### src/rtl/tdg_pkg.sv
package tdg_pkg;

  typedef enum logic {
    G_ARMED   = 1'b0,
    G_TRIPPED = 1'b1
  } guard_state_t;

endpackage

### src/rtl/tdg_run_counter.sv
// Saturating run-length counter with synchronous clear; hit flags the limit.
module tdg_run_counter #(
  parameter int LIMIT = 8
) (
  input  logic clk,
  input  logic rst,
  input  logic clr,
  input  logic inc,
  output logic hit
);
  localparam int W = (LIMIT < 1) ? 1 : $clog2(LIMIT + 1);
  localparam logic [W-1:0] LIMIT_W = W'(LIMIT);

  logic [W-1:0] cnt;

  always_ff @(posedge clk) begin
    if (rst || clr) begin
      cnt <= '0;
    end else if (inc && (cnt != LIMIT_W)) begin
      cnt <= cnt + 1'b1;
    end
  end

  assign hit = (cnt == LIMIT_W);
endmodule

### src/rtl/tdg_fsm.sv
// Armed / tripped state holder and counter control.
module tdg_fsm
  import tdg_pkg::*;
(
  input  logic         clk,
  input  logic         rst,
  input  logic         txd_n,
  input  logic         dom_hit,
  input  logic         rel_hit,
  output logic         dom_clr,
  output logic         dom_inc,
  output logic         rel_clr,
  output logic         rel_inc,
  output guard_state_t nxt
);
  guard_state_t state;

  always_comb begin
    nxt = state;
    unique case (state)
      G_ARMED:   if (!txd_n && dom_hit) nxt = G_TRIPPED;
      G_TRIPPED: if (txd_n && rel_hit)  nxt = G_ARMED;
      default:   nxt = G_ARMED;
    endcase
  end

  always_comb begin
    dom_clr = (state != G_ARMED) || txd_n;
    dom_inc = (state == G_ARMED) && !txd_n;
    rel_clr = (state != G_TRIPPED) || !txd_n;
    rel_inc = (state == G_TRIPPED) && txd_n;
  end

  always_ff @(posedge clk) begin
    if (rst) state <= G_ARMED;
    else     state <= nxt;
  end
endmodule

### src/rtl/tdg_out_stage.sv
// Registered outputs; recessive is forced while tripped.
module tdg_out_stage
  import tdg_pkg::*;
(
  input  logic         clk,
  input  logic         rst,
  input  logic         txd_n,
  input  guard_state_t nxt,
  output logic         drv_en,
  output logic         drv_lvl,
  output logic         tripped
);
  always_ff @(posedge clk) begin
    if (rst) begin
      drv_en  <= 1'b1;
      drv_lvl <= 1'b1;
      tripped <= 1'b0;
    end else begin
      drv_en  <= (nxt == G_ARMED);
      drv_lvl <= (nxt == G_ARMED) ? txd_n : 1'b1;
      tripped <= (nxt == G_TRIPPED);
    end
  end
endmodule

### src/rtl/tx_dom_guard.sv
module tx_dom_guard
  import tdg_pkg::*;
#(
  parameter int DOM_LIMIT = 4000,
  parameter int REL_MIN   = 400
) (
  input  logic clk,
  input  logic rst,
  input  logic txd_n,
  output logic drv_en,
  output logic drv_lvl,
  output logic tripped
);
  localparam int REL_LIMIT = (REL_MIN < 1) ? 0 : REL_MIN - 1;

  logic dom_hit, rel_hit;
  logic dom_clr, dom_inc, rel_clr, rel_inc;
  guard_state_t nxt;

  tdg_run_counter #(.LIMIT(DOM_LIMIT)) u_dom_cnt (
    .clk(clk), .rst(rst), .clr(dom_clr), .inc(dom_inc), .hit(dom_hit)
  );

  tdg_run_counter #(.LIMIT(REL_LIMIT)) u_rel_cnt (
    .clk(clk), .rst(rst), .clr(rel_clr), .inc(rel_inc), .hit(rel_hit)
  );

  tdg_fsm u_fsm (
    .clk(clk), .rst(rst), .txd_n(txd_n),
    .dom_hit(dom_hit), .rel_hit(rel_hit),
    .dom_clr(dom_clr), .dom_inc(dom_inc),
    .rel_clr(rel_clr), .rel_inc(rel_inc),
    .nxt(nxt)
  );

  tdg_out_stage u_out (
    .clk(clk), .rst(rst), .txd_n(txd_n), .nxt(nxt),
    .drv_en(drv_en), .drv_lvl(drv_lvl), .tripped(tripped)
  );
endmodule

### config.mk
export PLATFORM = sky130hd
export DESIGN_NAME = tx_dom_guard
export DESIGN_NICKNAME = d
export VERILOG_FILES = /design/src/rtl/tdg_pkg.sv /design/src/rtl/tdg_run_counter.sv /design/src/rtl/tdg_fsm.sv /design/src/rtl/tdg_out_stage.sv /design/src/rtl/tx_dom_guard.sv
export SDC_FILE = /design/constraint.sdc
export NUM_CORES = 1
export LEC_CHECK = 0
export BUFFER_PORTS_ARGS = -buffer_cell sky130_fd_sc_hd__clkbuf_2
export CAP_MARGIN = 10
export CELL_PAD_IN_SITES_DETAIL_PLACEMENT = 0
export CELL_PAD_IN_SITES_GLOBAL_PLACEMENT = 1
export CORE_MARGIN = 3
export CORE_UTILIZATION = 48
export DETAILED_ROUTE_END_ITERATION = 8
export GPL_TIMING_DRIVEN = 1
export HOLD_SLACK_MARGIN = 0.06
export PLACE_DENSITY = 0.89
export SYNTH_ARGS = -nofsm -noshare
export SYNTH_HDL_FRONTEND = slang
export SYNTH_SLANG_ARGS = --single-unit
### constraint.sdc
create_clock -name clk -period 3.9 [get_ports clk]
set_clock_uncertainty 0.15 [all_clocks]
set_input_delay 0.39 -clock clk [delete_from_list [all_inputs] [get_ports clk]]
set_output_delay 0.39 -clock clk [all_outputs]
set_load 0.02 [all_outputs]
# Word level (Yosys, flattened, before mapping)
# Cells that the tools add are included.
# op_classes
add_sub_neg,2
n_eq_ne,4
muxes,3
bitwise,2
reduce_logical,12
# ops
op,count
adder 12 x 1 -> 12 bit (second input constant),1
== test 12 bit (second input constant),1
inequality test 12 bit (second input constant),1
adder 9 x 1 -> 9 bit (second input constant),1
== test 9 bit (second input constant),1
inequality test 9 bit (second input constant),1
logical AND 1 bit,6
logical OR 1 bit,4
two-way mux 1 bit,2
NOT 1 bit,2
case mux 1 bit (2 select lines),1
OR reduction 2 bit,1
zero test 1 bit,1
# word_totals
ff_bits,24
input_bits,3
out_inout_bits,3
wordCells,28

# Depth between registers and ports, before layout
# logic_depth
depth_word,5
ltp_mapped,5
ltp_nobuf,5

# By module
# A second synthesis with hierarchy kept.
# unflattened
hier_cells,148
area_unflattened_um2,1283.7
# modules_own_cells
mod,instances,cells_per_inst,area_per_inst_um2,seq_area_each_um2
tdg_run_counter (u_dom_cnt),1,77,663.1,240.2
tdg_run_counter (u_rel_cnt),1,54,461.7,180.2
tdg_out_stage,1,6,80.1,60.1
tdg_fsm,1,11,78.8,20.0

# Least setup slack after synthesis
# Ideal clock, no wire load.
# synth_timing
path_kind,flip-flop to flip-flop
start,reg u_fsm.state
end,reg u_dom_cnt.cnt[5]
setup_ns,0.070
arrival_ns,1.627
required_ns,3.680
slack_ns,2.053
stages_incl_launch_ff,6
n_path_buf,2
synth_period_minus_slack_ns,1.847
path_cell_list,dfxtp_1 buf_2 or3b_1 buf_2 or4_1 a21oi_1
# synth_via
elab_chain_len,3
elab_cells_between_ends,5
cone_classes,bitwise (1); reduce/logical (4)
# synth_lines
item,line,source
start: declaration,tdg_fsm.sv:16,guard_state_t state;
start signal: assignment,tdg_fsm.sv:36,else state <= nxt;
NOT 1 bit,tdg_fsm.sv:29,dom_inc = (state == G_ARMED) && !txd_n;
logical AND 1 bit,tdg_fsm.sv:29,
logical AND 1 bit,tdg_run_counter.sv:19,end else if (inc && (cnt != LIMIT_W)) begin
end signal: assignment,tdg_run_counter.sv:20,cnt <= cnt + 1'b1;
end: declaration,tdg_run_counter.sv:14,logic [W-1:0] cnt;
# Several ways; a longest one is shown, not always the timed one.
# A chain may end at the register's enable or synchronous reset.

# Final worst setup path
# layout_timing
start,reg u_dom_cnt.cnt[0]
end,reg u_dom_cnt.cnt[8]
# layout_via
elab_chain_len,2
elab_cells_between_ends,3
cone_classes,add/sub (1); eq/ne (1); reduce/logical (1)
# layout_lines
item
branches (longest 2 deep; another with adder 12 x 1 -> 12 bit)
# Parallel ways; which one is timed is not known.

==> qor.json <==
{
  "gpl.final_weighted_congestion": {"value": 0.804},
  "utilization": {"value": 55.9, "unit": "%"},
  "p_int": {"value": 308, "unit": "µW"},
  "synthMostInstantiatedCell": {"value": "sky130_fd_sc_hd__dfxtp_1"},
  "sw_frac_of_total": {"value": 21.6, "unit": "%"},
  "synth.ff_latch_count": {"value": 24},
  "cp_cell_sequence": {"value": "ha_1 -> nand4bb_1 -> or4_1 -> a21oi_1"},
  "hold_buffers": {"value": 0},
  "fmax": {"value": 538, "unit": "MHz"},
  "r2r_start": {"value": "u_dom_cnt.cnt[0]"},
  "power_density": {"value": 306, "unit": "mW/mm²"},
  "fin_crit": {"value": 1.86, "unit": "ns"},
  "cts.clk_slew.worst_paths": {"value": 0.14, "unit": "ns"},
  "drt_iter0_markers": {"value": 26},
  "height_of_the_die": {"value": 56.3, "unit": "µm"},
  "yosys.area.top_type": {"value": "sky130_fd_sc_hd__dfxtp_1"},
  "power_leakage": {"value": 0.000374, "unit": "µW"},
  "ys.flop_type": {"value": "sky130_fd_sc_hd__dfxtp_1"},
  "clock_tree_from_tritoncts": {"value": "done"},
  "grt_residual_overflow": {"value": 0},
  "core-area": {"value": 0.00230, "unit": "mm²"},
  "detailedPlacementHpwl": {"value": 1.63, "unit": "mm"},
  "ant_nets": {"value": 0},
  "post_synth_inst_count": {"value": 140},
  "cts-htree-levels": {"value": 1},
  "via_count": {"value": 1052},
  "port_buffers": {"value": 5},
  "cts_sinks": {"value": 24},
  "critPathLaunchType": {"value": "register"},
  "setup_total_negative_slack": {"value": 0, "unit": "ns"},
  "antenna_violations_before_repair": {"value": 0},
  "critical-path-slowest-cell": {"value": "sky130_fd_sc_hd__or4_1"},
  "grt_util_all_layers": {"value": 15.4, "unit": "%"},
  "grt_pass1_wl": {"value": 3.98, "unit": "mm"},
  "syn_nets": {"value": 146},
  "netlist-cell-type-count": {"value": 37},
  "drive_above_1_share": {"value": 9.03, "unit": "%"},
  "relative_contribution_of_sequential_cells_to_total_power": {"value": 63.2, "unit": "%"},
  "fp.dieW": {"value": 56.3, "unit": "µm"},
  "drtPass1Iterations": {"value": 4},
  "cts_setup_buffers": {"value": 0},
  "netlist_top_cells_area": {"value": "sky130_fd_sc_hd__dfxtp_1, sky130_fd_sc_hd__a21oi_1, sky130_fd_sc_hd__mux2i_1"},
  "sum_of_buffers_and_inverters_on_the_critical_path": {"value": 0},
  "synth.avg_cell_area": {"value": 8.69, "unit": "µm²"},
  "critPathKind": {"value": "register to register"},
  "power.ir.vdd_worst": {"value": 0.000198, "unit": "V"},
  "power.combinational.fraction": {"value": 3.1, "unit": "%"},
  "setup_viol": {"value": 0},
  "grt_setup_unrepaired": {"value": "no"},
  "cts_root_buf": {"value": "sky130_fd_sc_hd__clkbuf_4"},
  "drc_errors": {"value": 0},
  "postSynth.asyncResetShare": {"value": 0, "unit": "%"},
  "start_util": {"value": 52.9, "unit": "%"},
  "power.switching": {"value": 85.0, "unit": "µW"},
  "insertedDiodeCount": {"value": 0},
  "run_status": {"value": "completed"},
  "pwr-share-clk": {"value": 33.8, "unit": "%"},
  "cp_data_arrival_time": {"value": 1.96, "unit": "ns"},
  "critPathLaunch": {"value": "u_dom_cnt.cnt[0]"},
  "drv_slew": {"value": 0},
  "clockBufferDepth": {"value": 2},
  "worst_path_largest_cell_delay": {"value": 0.55, "unit": "ns"},
  "post-route-period-util": {"value": 47.7, "unit": "%"},
  "flow.area_growth_from_synthesis": {"value": 5.56, "unit": "%"},
  "ys_top_cells_by_count": {"value": "sky130_fd_sc_hd__dfxtp_1, sky130_fd_sc_hd__a21oi_1, sky130_fd_sc_hd__nand2_1, sky130_fd_sc_hd__nand3_1, sky130_fd_sc_hd__o21ai_0"},
  "tightest_slew": {"value": 0.579, "unit": "ns"},
  "end_kind": {"value": "register"},
  "maxCapViolCount": {"value": 0},
  "route.detailed.vias_per_inst": {"value": 6.12},
  "ys.warnings.count": {"value": 0},
  "synth_enable_flop_cells": {"value": 0},
  "die_area": {"value": 0.00317, "unit": "mm²"},
  "clk_latency": {"value": 0.31, "unit": "ns"},
  "crit_required": {"value": 4.00, "unit": "ns"},
  "slew_headroom": {"value": 61.2, "unit": "%"},
  "cts_buffers": {"value": 3},
  "drt-total-wl": {"value": 2.28, "unit": "mm"},
  "yosysSeqAreaShare": {"value": 39.5, "unit": "%"},
  "ios": {"value": 6},
  "grt_pass1_vias": {"value": 906},
  "hold_path_class": {"value": "input pin to register"},
  "hold_violations": {"value": 0},
  "grt_start_max_net_pins": {"value": 14},
  "min_from": {"value": "rst"},
  "timing.critical_path.fanout_max": {"value": 8},
  "nets": {"value": 151},
  "cts-resized-gates": {"value": 0},
  "top_cell_family_by_delay_on_the_critical_path": {"value": "simple AND/OR/NAND/NOR gates"},
  "wire_per_inst": {"value": 13.2, "unit": "µm"},
  "syn_area": {"value": 0.00122, "unit": "mm²"},
  "synth_top_area_share": {"value": 39.5, "unit": "%"},
  "placement_rows": {"value": 17}
}
final timing paths:
check                           end  slack (ns)  depth (start not counted)
hold / removal        u_out.drv_lvl        0.27                          3
setup reg to reg   u_dom_cnt.cnt[8]        2.04                          4
setup / recovery   u_dom_cnt.cnt[8]        2.04                          4
hold reg to reg   u_dom_cnt.cnt[11]        0.34                          2
area by class of cell:
cell class	count	area [µm²]
fill	210	1010
sequential	24	480
clock buffer	4	36.3
tap	28	35.0
timing repair buffer	5	25.0
inverter	6	22.5
multi-input combinational	105	684
cells in the final DEF, fill, tap and decap left out, types with 3 or more instances in the layout:
master / Yosys / routed
sky130_fd_sc_hd__nand2_1: 13 / 13
sky130_fd_sc_hd__or4_1: 5 / 5
sky130_fd_sc_hd__ha_1: 3 / 3
sky130_fd_sc_hd__nor3_1: 4 / 4
sky130_fd_sc_hd__inv_1: 6 / 6
sky130_fd_sc_hd__nand2b_1: 5 / 5
sky130_fd_sc_hd__nand4_1: 4 / 4
sky130_fd_sc_hd__nor4_1: 4 / 4
sky130_fd_sc_hd__o21ai_0: 7 / 7
sky130_fd_sc_hd__mux2i_1: 6 / 6
sky130_fd_sc_hd__or3_1: 6 / 6
sky130_fd_sc_hd__clkbuf_4: 0 / 3
sky130_fd_sc_hd__nand3_1: 8 / 8
sky130_fd_sc_hd__dfxtp_1: 24 / 24
sky130_fd_sc_hd__o31ai_1: 5 / 5
sky130_fd_sc_hd__clkbuf_2: 0 / 5
sky130_fd_sc_hd__a21oi_1: 13 / 13
sequential cells by signal, summed over array words and instances, names as in the netlist:
name           count
u_out.drv_en       1
u_rel_cnt.cnt      9
u_out.drv_lvl      1
u_dom_cnt.cnt     12
u_fsm.state        1
worst min-delay path: cells and delay by family:
kind          cells  cell delay, ns
buf+inv           1            0.14
simple gates      2            0.19
through the flow:
stage | power [µW] | instance area, µm² | cells | hold WS, ns | setup slack, ns
detailed placement | 266 | 1250 | 168 | 0.317 | 1.94
CTS | 396 | 1280 | 172 | 0.261 | 2.07
floorplan | 263 | 1220 | 140 | 0.293 | 2.05
global placement | 265 | 1250 | 168 | 0.304 | 1.99
finish | 393 | 1280 | 172 | 0.269 | 2.04
global route | 412 | 1280 | 172 | 0.276 | 1.91
kinds of logic after synthesis:
kind of cell | share of synthesized area [%]
buf+inv | 4.22
compound gates | 16.6
mux | 4.94
flops | 39.5
fa+ha+maj | 3.09
simple gates | 31.7
power by group through the flow:
stage	logic, µW	registers, µW	clock network (µW)
floorplan	8.74	254	0
global placement	11.8	254	0
detailed placement	12.0	254	0
CTS	12.1	248	135
global route	13.5	249	149
finish	12.1	248	133
per-layer routing:
layer | share of wire [%] | up-vias | GRT usage (%)
li1 | - | 539 | -
met3 | 4.1 | 2 | 2.30
met2 | 42 | 22 | 22.0
met4 | 0.75 | 0 | 6.78
met5 | 0 | - | 0
met1 | 53 | 489 | 22.6
(Power assumes the default switching activity.)
